<file path="config.mk">
export PLATFORM = sky130hd
export DESIGN_NAME = tmr_chan
export DESIGN_NICKNAME = d
export VERILOG_FILES = /design/src/rtl/tmr_chan_pkg.sv /design/src/rtl/tmr_chan_decode.sv /design/src/rtl/tmr_chan_insync.sv /design/src/rtl/tmr_chan_pinctl.sv /design/src/rtl/tmr_chan.sv
export SDC_FILE = /design/constraint.sdc
export NUM_CORES = 1
export LEC_CHECK = 0
export BUFFER_PORTS_ARGS = -buffer_cell sky130_fd_sc_hd__buf_2
export CAP_MARGIN = 20
export CORE_MARGIN = 2
export CORE_UTILIZATION = 44
export CTS_CLUSTER_DIAMETER = 200
export DETAILED_ROUTE_END_ITERATION = 8
export PLACE_DENSITY = 0.78
export SYNTH_ARGS = -nofsm -noshare
export SYNTH_HDL_FRONTEND = slang
export SYNTH_SLANG_ARGS = --single-unit
</file>
<file path="constraint.sdc">
create_clock -name clk -period 1.7 [get_ports clk]
set_input_delay 0.34 -clock clk [delete_from_list [all_inputs] [get_ports clk]]
set_output_delay 0.34 -clock clk [all_outputs]
set_load 0.1 [all_outputs]
</file>
<file path="src/rtl/tmr_chan_pkg.sv">
package tmr_chan_pkg;

    typedef enum logic [1:0] {
        CH_CAPTURE = 2'd0,
        CH_COMPARE = 2'd1,
        CH_EPWM    = 2'd2,
        CH_CPWM    = 2'd3
    } ch_kind_e;

    typedef struct packed {
        ch_kind_e   kind;
        logic       pin_on;   // edge/level field non-zero
        logic       act_lvl;  // PWM active level
        logic [1:0] els;
    } ch_cfg_t;

    function automatic ch_kind_e kind_of(input logic center, input logic [1:0] mode);
        if (center)             return CH_CPWM;
        else if (mode[1])       return CH_EPWM;
        else if (mode == 2'b01) return CH_COMPARE;
        else                    return CH_CAPTURE;
    endfunction

endpackage

</file>
<file path="src/rtl/tmr_chan_decode.sv">
module tmr_chan_decode
    import tmr_chan_pkg::*;
(
    input  logic       center,
    input  logic [1:0] mode,
    input  logic [1:0] els,
    output ch_cfg_t    cfg
);
    always_comb begin
        cfg.kind    = kind_of(center, mode);
        cfg.pin_on  = (els != 2'b00);
        cfg.act_lvl = (els == 2'b10);
        cfg.els     = els;
    end
endmodule

</file>
<file path="src/rtl/tmr_chan_insync.sv">
module tmr_chan_insync #(
    parameter int SYNC_STAGES = 2
) (
    input  logic clk,
    input  logic rst,
    input  logic pin_in,
    output logic rise,
    output logic fall
);
    localparam int LAST = SYNC_STAGES - 1;

    logic [LAST:0] chain;
    logic          prev;

    generate
        if (SYNC_STAGES > 1) begin : g_chain
            always_ff @(posedge clk) begin
                if (rst) chain <= '0;
                else     chain <= {chain[LAST-1:0], pin_in};
            end
        end else begin : g_single
            always_ff @(posedge clk) begin
                if (rst) chain <= '0;
                else     chain <= pin_in;
            end
        end
    endgenerate

    always_ff @(posedge clk) begin
        if (rst) prev <= 1'b0;
        else     prev <= chain[LAST];
    end

    assign rise = chain[LAST] & ~prev;
    assign fall = ~chain[LAST] & prev;
endmodule

</file>
<file path="src/rtl/tmr_chan_pinctl.sv">
module tmr_chan_pinctl
    import tmr_chan_pkg::*;
(
    input  logic    clk,
    input  logic    rst,
    input  ch_cfg_t cfg,
    input  logic    match,
    input  logic    cnt_down,
    input  logic    cnt_ovf,
    output logic    pin_q,
    output logic    pin_oe
);
    logic pin_d;

    always_comb begin
        pin_d = pin_q;
        unique case (cfg.kind)
            CH_COMPARE: begin
                if (match) begin
                    unique case (cfg.els)
                        2'b01:   pin_d = ~pin_q;
                        2'b10:   pin_d = 1'b0;
                        2'b11:   pin_d = 1'b1;
                        default: pin_d = pin_q;
                    endcase
                end
            end
            CH_EPWM: begin
                if (cfg.pin_on) begin
                    if (match)        pin_d = ~cfg.act_lvl;
                    else if (cnt_ovf) pin_d = cfg.act_lvl;
                end
            end
            CH_CPWM: begin
                if (cfg.pin_on && match)
                    pin_d = cnt_down ? cfg.act_lvl : ~cfg.act_lvl;
            end
            default: pin_d = pin_q;
        endcase
    end

    always_ff @(posedge clk) begin
        if (rst) pin_q <= 1'b0;
        else     pin_q <= pin_d;
    end

    assign pin_oe = cfg.pin_on && (cfg.kind != CH_CAPTURE);

    a_r5_sw_compare_holds: assert property (@(posedge clk) disable iff (rst)
        (cfg.kind == CH_COMPARE && cfg.els == 2'b00) |=> $stable(pin_q));

    a_r6_epwm_match_inactive: assert property (@(posedge clk) disable iff (rst)
        (cfg.kind == CH_EPWM && cfg.pin_on && match) |=> (pin_q == !$past(cfg.act_lvl)));

    a_r7_cpwm_down_active: assert property (@(posedge clk) disable iff (rst)
        (cfg.kind == CH_CPWM && cfg.pin_on && match && cnt_down) |=> (pin_q == $past(cfg.act_lvl)));
endmodule

</file>
<file path="src/rtl/tmr_chan.sv">
module tmr_chan
    import tmr_chan_pkg::*;
#(
    parameter int VAL_W       = 16,
    parameter int SYNC_STAGES = 2
) (
    input  logic             clk,
    input  logic             rst,
    input  logic [VAL_W-1:0] cnt_val,
    input  logic             cnt_down,
    input  logic             cnt_ovf,
    input  logic             cfg_center,
    input  logic [1:0]       cfg_mode,
    input  logic [1:0]       cfg_edge,
    input  logic             val_wr,
    input  logic [VAL_W-1:0] val_wdata,
    input  logic             flag_clr,
    input  logic             pin_in,
    output logic [VAL_W-1:0] val_rdata,
    output logic             flag,
    output logic             pin_out,
    output logic             pin_oe
);
    ch_cfg_t          cfg;
    logic             rise, fall;
    logic             match, cap_evt, cmp_evt, evt;
    logic [VAL_W-1:0] val_q;
    logic             flag_q;

    tmr_chan_decode u_decode (
        .center (cfg_center),
        .mode   (cfg_mode),
        .els    (cfg_edge),
        .cfg    (cfg)
    );

    tmr_chan_insync #(.SYNC_STAGES(SYNC_STAGES)) u_insync (
        .clk    (clk),
        .rst    (rst),
        .pin_in (pin_in),
        .rise   (rise),
        .fall   (fall)
    );

    assign match   = (cnt_val == val_q);
    assign cap_evt = (cfg.kind == CH_CAPTURE) &&
                     ((cfg.els[0] && rise) || (cfg.els[1] && fall));
    assign cmp_evt = (cfg.kind != CH_CAPTURE) && match;
    assign evt     = cap_evt || cmp_evt;

    always_ff @(posedge clk) begin
        if (rst)          val_q <= '0;
        else if (cap_evt) val_q <= cnt_val;
        else if (val_wr)  val_q <= val_wdata;
    end

    always_ff @(posedge clk) begin
        if (rst)           flag_q <= 1'b0;
        else if (evt)      flag_q <= 1'b1;
        else if (flag_clr) flag_q <= 1'b0;
    end

    tmr_chan_pinctl u_pinctl (
        .clk      (clk),
        .rst      (rst),
        .cfg      (cfg),
        .match    (match),
        .cnt_down (cnt_down),
        .cnt_ovf  (cnt_ovf),
        .pin_q    (pin_out),
        .pin_oe   (pin_oe)
    );

    assign val_rdata = val_q;
    assign flag      = flag_q;

    a_r8_event_sets_flag: assert property (@(posedge clk) disable iff (rst)
        evt |=> flag);

    a_r8_clear_without_event: assert property (@(posedge clk) disable iff (rst)
        (flag_clr && !evt) |=> !flag);

    a_r2_capture_loads_counter: assert property (@(posedge clk) disable iff (rst)
        cap_evt |=> (val_rdata == $past(cnt_val)));

    a_r10_no_oe_in_capture: assert property (@(posedge clk) disable iff (rst)
        (cfg.kind == CH_CAPTURE) |-> !pin_oe);

    a_r4_edge_off_no_capture: assert property (@(posedge clk) disable iff (rst)
        (cfg.els == 2'b00 && !val_wr) |=> $stable(val_rdata));
endmodule

</file>
# ---- After elaboration in Yosys (flattened, before gate mapping)
# Index checks and enable logic that the tools add are counted.
dict set report op_classes {
  n_eq_ne 13
  mux 15
  bitwise 6
  n_reduce_logical 15
}
# cell count
set op_table {}
lappend op_table {{$mux W16} 2}
lappend op_table {{$eq A16 B16 Y1} 1}
lappend op_table {{$mux W1} 9}
lappend op_table {{$eq A2 B2 Y1 const B} 4}
lappend op_table {{$reduce_bool A2 Y1} 4}
lappend op_table {{$eq A2 B1 Y1 const B} 3}
lappend op_table {{$logic_and A1 B1 Y1} 6}
lappend op_table {{$pmux W1 S3} 2}
lappend op_table {{$reduce_and A6 Y1} 1}
lappend op_table {{$mux W2} 2}
lappend op_table {{$ne A2 B1 Y1 const B} 2}
lappend op_table {{$ne A4 B3 Y1 const B} 1}
lappend op_table {{$not A1 Y1} 4}
lappend op_table {{$ne A3 B3 Y1 const B} 1}
lappend op_table {{$reduce_bool A3 Y1} 1}
lappend op_table {{$and A1 B1 Y1} 2}
lappend op_table {{$logic_not A2 Y1} 1}
lappend op_table {{$logic_or A1 B1 Y1} 2}
lappend op_table {{$ne A2 B2 Y1 const B} 1}
dict set report word_totals {
  ff_bits 21
  inputBits 44
  output_inout_bits 19
  elab_cells 54
}

# ---- Logic depth before layout (Yosys ltp)
dict set report logic_depth {
  word_depth 8
  mapped_depth 6
  mapped_depth_nobuf 5
}

# ---- By module
# A second synthesis with hierarchy kept.
dict set report hier_totals {
  cells_unflattened 132
  area_unflattened_um2 1287.5
}
# module instances cells_each area_each_um2 seq_area_each_um2
set modules_own_cells {}
lappend modules_own_cells {tmr_chan 1 100 1021.0 340.3}
lappend modules_own_cells {tmr_chan_pinctl 1 17 130.1 20.0}
lappend modules_own_cells {tmr_chan_insync 1 8 91.3 60.1}
lappend modules_own_cells {tmr_chan_decode 1 7 45.0 0.0}

# ---- Worst setup path after synthesis
# No wires, ideal clock.
dict set report synth_timing {
  path_type {flip-flop to flip-flop}
  startpoint {register val_q[2] (netlist: val_rdata[2])}
  endpoint {register u_pinctl.pin_q}
  setup_ns 0.087
  t_arrival_ns 1.760
  required_time_ns 1.613
  slack_ns -0.147
  stages_incl_launch_ff 5
  path_buffers 0
  period_less_slack_ns 1.847
  cell_sequence {dfxtp_1 > xor2_1 > nor4_1 > nand4_1 > o31ai_1}
}
dict set report synth_via {
  elab_chain_cells 4
  elab_cells_between_ends 9
  classes_between {eq/ne: 4; mux: 3; reduce/logical: 2}
}
# item line
set synth_lines {}
lappend synth_lines {{from (decl)} tmr_chan.sv:27} ;# logic [VAL_W-1:0] val_q;
lappend synth_lines {{from (signal assigned)} tmr_chan.sv:53} ;# else if (cap_evt) val_q <= cnt_val;
lappend synth_lines {{from (signal assigned)} tmr_chan.sv:54} ;# else if (val_wr) val_q <= val_wdata;
lappend synth_lines {{$eq A16 B16 Y1 (*)} tmr_chan.sv:45} ;# assign match = (cnt_val == val_q);
lappend synth_lines {{$mux W1 / $logic_and A1 B1 Y1 (equally long branches)} {tmr_chan_pinctl.sv:30, tmr_chan_pinctl.sv:35}}
lappend synth_lines {{$mux W1 / $ne A2 B1 Y1 (equally long branches)} -}
lappend synth_lines {{$pmux W1 S3 / $reduce_and A6 Y1 (equally long branches)} -}
lappend synth_lines {{to (signal assigned)} tmr_chan_pinctl.sv:44} ;# else pin_q <= pin_d;
lappend synth_lines {{to (decl)} tmr_chan_pinctl.sv:10} ;# output logic pin_q,
# Every way passes the cells marked *; elsewhere a longest branch is shown, timed or not. The select of a mux whose other input is x is not followed.
# A chain may end at the register's enable or synchronous reset.

# ---- Worst setup path in the final report
dict set report layout_timing {
  startpoint {input port cfg_mode[1]}
  endpoint {output port pin_oe}
}
dict set report layout_via {
  elab_chain_cells 6
}
# item line
set layout_lines {}
lappend layout_lines {{from (decl)} tmr_chan.sv:13} ;# input logic [1:0] cfg_mode,
lappend layout_lines {{$eq A2 B1 Y1} tmr_chan_pkg.sv:20} ;# else if (mode == 2'b01) return CH_COMPARE;
lappend layout_lines {{$mux W1} tmr_chan_pkg.sv:20}
lappend layout_lines {{$mux W2 (*)} tmr_chan_pkg.sv:19} ;# else if (mode[1]) return CH_EPWM;
lappend layout_lines {{$mux W2 (*)} tmr_chan_pkg.sv:18} ;# if (center) return CH_CPWM;
lappend layout_lines {{$reduce_bool A2 Y1 (*)} tmr_chan_pinctl.sv:47} ;# assign pin_oe = cfg.pin_on && (cfg.kind != CH_CAPTURE);
lappend layout_lines {{$logic_and A1 B1 Y1 (*)} tmr_chan_pinctl.sv:47}
lappend layout_lines {{to (decl)} tmr_chan.sv:22} ;# output logic pin_oe
# Every way passes the cells marked *; elsewhere a longest branch is shown, timed or not.

==> summary.md <==
| Metric | Value |
|---|---|
| Status | `finished, final reports clean` |
| Slowest stage cell, crit path | `or3_4` |
| Critical Path Max Stage Delay | `0.41 ns` |
| RSZ-0062 raised after global routing | `no` |
| CTS Buffer Depth | `2` |
| GPL Wtd Cong | `0.793` |
| Post-route clock skew | `0.000963 ns` |
| I/O pin count | `63` |
| Post-synthesis instance total | `140` |
| Slew Limit Fails | `0` |
| Post-synth cell types | `26` |
| Tot GR Track Use | `0.184` |
| Die H | `56.4 um` |
| Worst Path Required | `1.36 ns` |
| Synth async-reset ratio | `0` |
| Setup crit end kind | `primary output` |
| Total gr overflow | `0` |
| Setup Buffers After CTS | `0` |
| Final setup margin | `0.0639 ns` |
| CTS sink count | `21` |
| Hold Fails Final Rpt | `0` |
| Hold Buf Count CTS | `0` |
| P_leak | `0.818 nW` |
| Top area cells in the synthesized netlist | `dfxtp_1 35%, mux2i_1 13%, xor2_1 12%` |
| #FFs+latches synth | `21` |
| Final Critical Period | `1.64 ns` |
| Clk Latency, worst-skew pair | `0.30 ns` |
| Inst Count DP | `226` |
| DIE AREA | `3180 um^2` |
| Drt wl/cell | `12.4 um` |
| Worst slew pin tran | `0.510 ns` |
| Clock Pin Slew Worst Setup and Hold Paths | `0.11 ns` |
| MaxCap Viol Count | `0` |
| Initial Util | `0.474` |
| Total Routed Length | `2860 um` |
| Tcrit/Tclk final | `0.962` |
| Power, Total | `0.00121 W` |
| Vias/cell | `5.11` |
| Most common cell on crit path | `buf_2` |
| Crit path cell chain | `buf_2 > or3_4 > o21a_1 > buf_2` |
| Die X | `56.4 um` |
| Total Nets Final | `245` |
| TritonCTS buffer count | `3` |
| Post-Syn Area | `1210 um^2` |
| Most used DFF post-synth | `dfxtp_1` |
| Worst hold slack | `0.236 ns` |
| Pre-antenna DRT Iters | `4` |
| IO Port Bufs | `62` |
| Hold Crit Class | `in -> reg` |
| Crit path arrival time | `1.30 ns` |
| Share of layout cells above drive strength 1 | `0.465` |
| CTS tree | `done` |
| Largest net degree at the start of global routing | `34` |
| Pwr per Cell Area | `775 nW/um^2` |
| Non-filler cells, final | `230` |
| VDD IR-drop max | `565 uV` |
| Worst slack at placement | `0.0274 ns` |
| Critical path buffer and inverter count | `2` |
| Root Driver | `clkbuf_4` |
| FP Rows | `18` |
| Post-synth top area share | `0.349` |
| CP Max Fanout | `5` |
| Core area | `2540 um^2` |
| Normalized max-slew margin | `0.663` |
| Post_cts resized | `0` |
| Post-synthesis area per instance | `8.62 um^2` |
| Worst setup SP type | `primary input` |
| Sequential share of the synthesized area | `0.349` |
| Total number of vias | `1,176` |
| Max Fclk | `0.611 GHz` |
| Cell family with most CP delay | `buffers and inverters` |
| Antenna-violating nets left | `0` |
| Ys Warns | `0` |
| Setup TNS | `0 ns` |
| Vias in the first global route | `1,145` |
| Yosys top cell by area | `dfxtp_1` |
| Critical path type | `in -> out` |
| Global-route wire length before repair | `4620 um` |
| Hpwl dp | `2260 um` |
| Drt first-iter violations | `28` |
| ANT cells | `0` |
| Area Growth Syn to Fin | `29.9%` |
| Synth Net Count | `184` |
| EDFF count, synth | `0` |
| Final setup violation count | `0` |
| H-Tree Level Count | `1` |
| Initial antenna violation count | `0` |
| # DRC | `0` |
-- flip-flops by register name, indices dropped and copies added (netlist names) --
signal / cells
val_rdata: 16
u_insync.chain: 2
flag: 1
u_insync.prev: 1
u_pinctl.pin_q: 1
-- Yosys cell counts, types with 2 or more instances --
master and number:
a21oi_1 15, a21oi_2 6, buf_2 2, buf_6 3
dfxtp_1 21, inv_1 3, mux2i_1 16, nand2_1 3
nand3b_1 2, nor2_1 33, nor2b_1 3, nor4_1 4
xor2_1 16
-- layer usage --
metal,routed length (um),global-route usage,part of all wire
met3,156,0.0184,0.055
met4,74,0.105,0.026
met2,1460,0.353,0.51
met5,0,0,0
met1,1160,0.190,0.41
-- stage by stage --
step | util | cell area (um^2)
4_1_cts | 0.616 | 1570
3_3_place_gp | 0.605 | 1540
6_report | 0.616 | 1570
5_1_grt | 0.616 | 1570
3_5_place_dp | 0.605 | 1540
2_1_floorplan | - | 1230
-- cell families (layout without fill, tap and decap cells) --
| group | Yosys count | in the layout | share of synthesized area |
|---|---|---|---|
| AO/OA/AOI/OAI | 29 | 29 | 0.164 |
| XOR/XNOR | 16 | 16 | 0.116 |
| buffers and inverters | 10 | 70 | 0.0550 |
| flip-flops | 21 | 21 | 0.349 |
| multiplexers | 16 | 16 | 0.133 |
| AND/OR/NAND/NOR | 48 | 48 | 0.184 |
-- placed cells by master, fill, tap and decap left out --
cell type,synthesis,final
o221ai_1,1,1
or3_4,1,1
nor2b_1,3,3
and3b_2,1,1
clkbuf_4,0,3
a21oi_4,1,1
a21oi_2,6,6
inv_1,3,3
o21a_1,1,1
o21ai_0,1,1
xor2_1,16,16
o31ai_1,1,1
nand4_1,1,1
buf_2,2,62
clkinv_2,0,1
o22ai_1,1,1
nor4_1,4,4
nand3b_1,2,2
nand2_1,3,3
a211oi_1,1,1
mux2i_1,16,16
dfxtp_2,0,16
nor2_1,33,33
a21oi_1,15,15
dfxtp_1,21,5
buf_12,0,1
o221a_2,1,1
-- cell type report --
type | count | area (um^2)
clock buffer | 3 | 22.5
tap | 30 | 37.5
multi-input combinational | 109 | 719
clock inverter | 1 | 5.00
fill | 232 | 978
sequential | 21 | 440
timing repair buffer | 63 | 330
inverter | 3 | 11.3
-- report_power, final --
group | internal, W | leakage, nW | switching (W) | total, W
combinational | 0.000122 | 0.622 | 0.000307 | 0.000430
sequential | 0.000525 | 0.179 | 0.0000219 | 0.000546
clock | 0.0000878 | 0.0177 | 0.000150 | 0.000237
total | 0.000735 | 0.818 | 0.000479 | 0.00121
-- worst register-to-register path: stages, from the launching register on --
cell	delay [ns]
dfxtp_2	0.35
xor2_1	0.16
nor4_1	0.44
nand4_1	0.25
o31ai_1	0.28
-- worst paths after layout --
kind / startpoint / end / slack [ns] / cells past startpoint
min reg2reg: u_insync.chain[0]$_SDFF_PP0_ / u_insync.chain[1]$_SDFF_PP0_ / 0.46 / 1
max: cfg_mode[1] / pin_oe / 0.06 / 4
min: pin_in / u_insync.chain[0]$_SDFF_PP0_ / 0.24 / 2
max reg2reg: val_rdata[0]$_SDFFE_PP0P_ / u_pinctl.pin_q$_SDFFE_PP0P_ / 0.15 / 4
No activity file was read; power rests on OpenSTA's default activity.
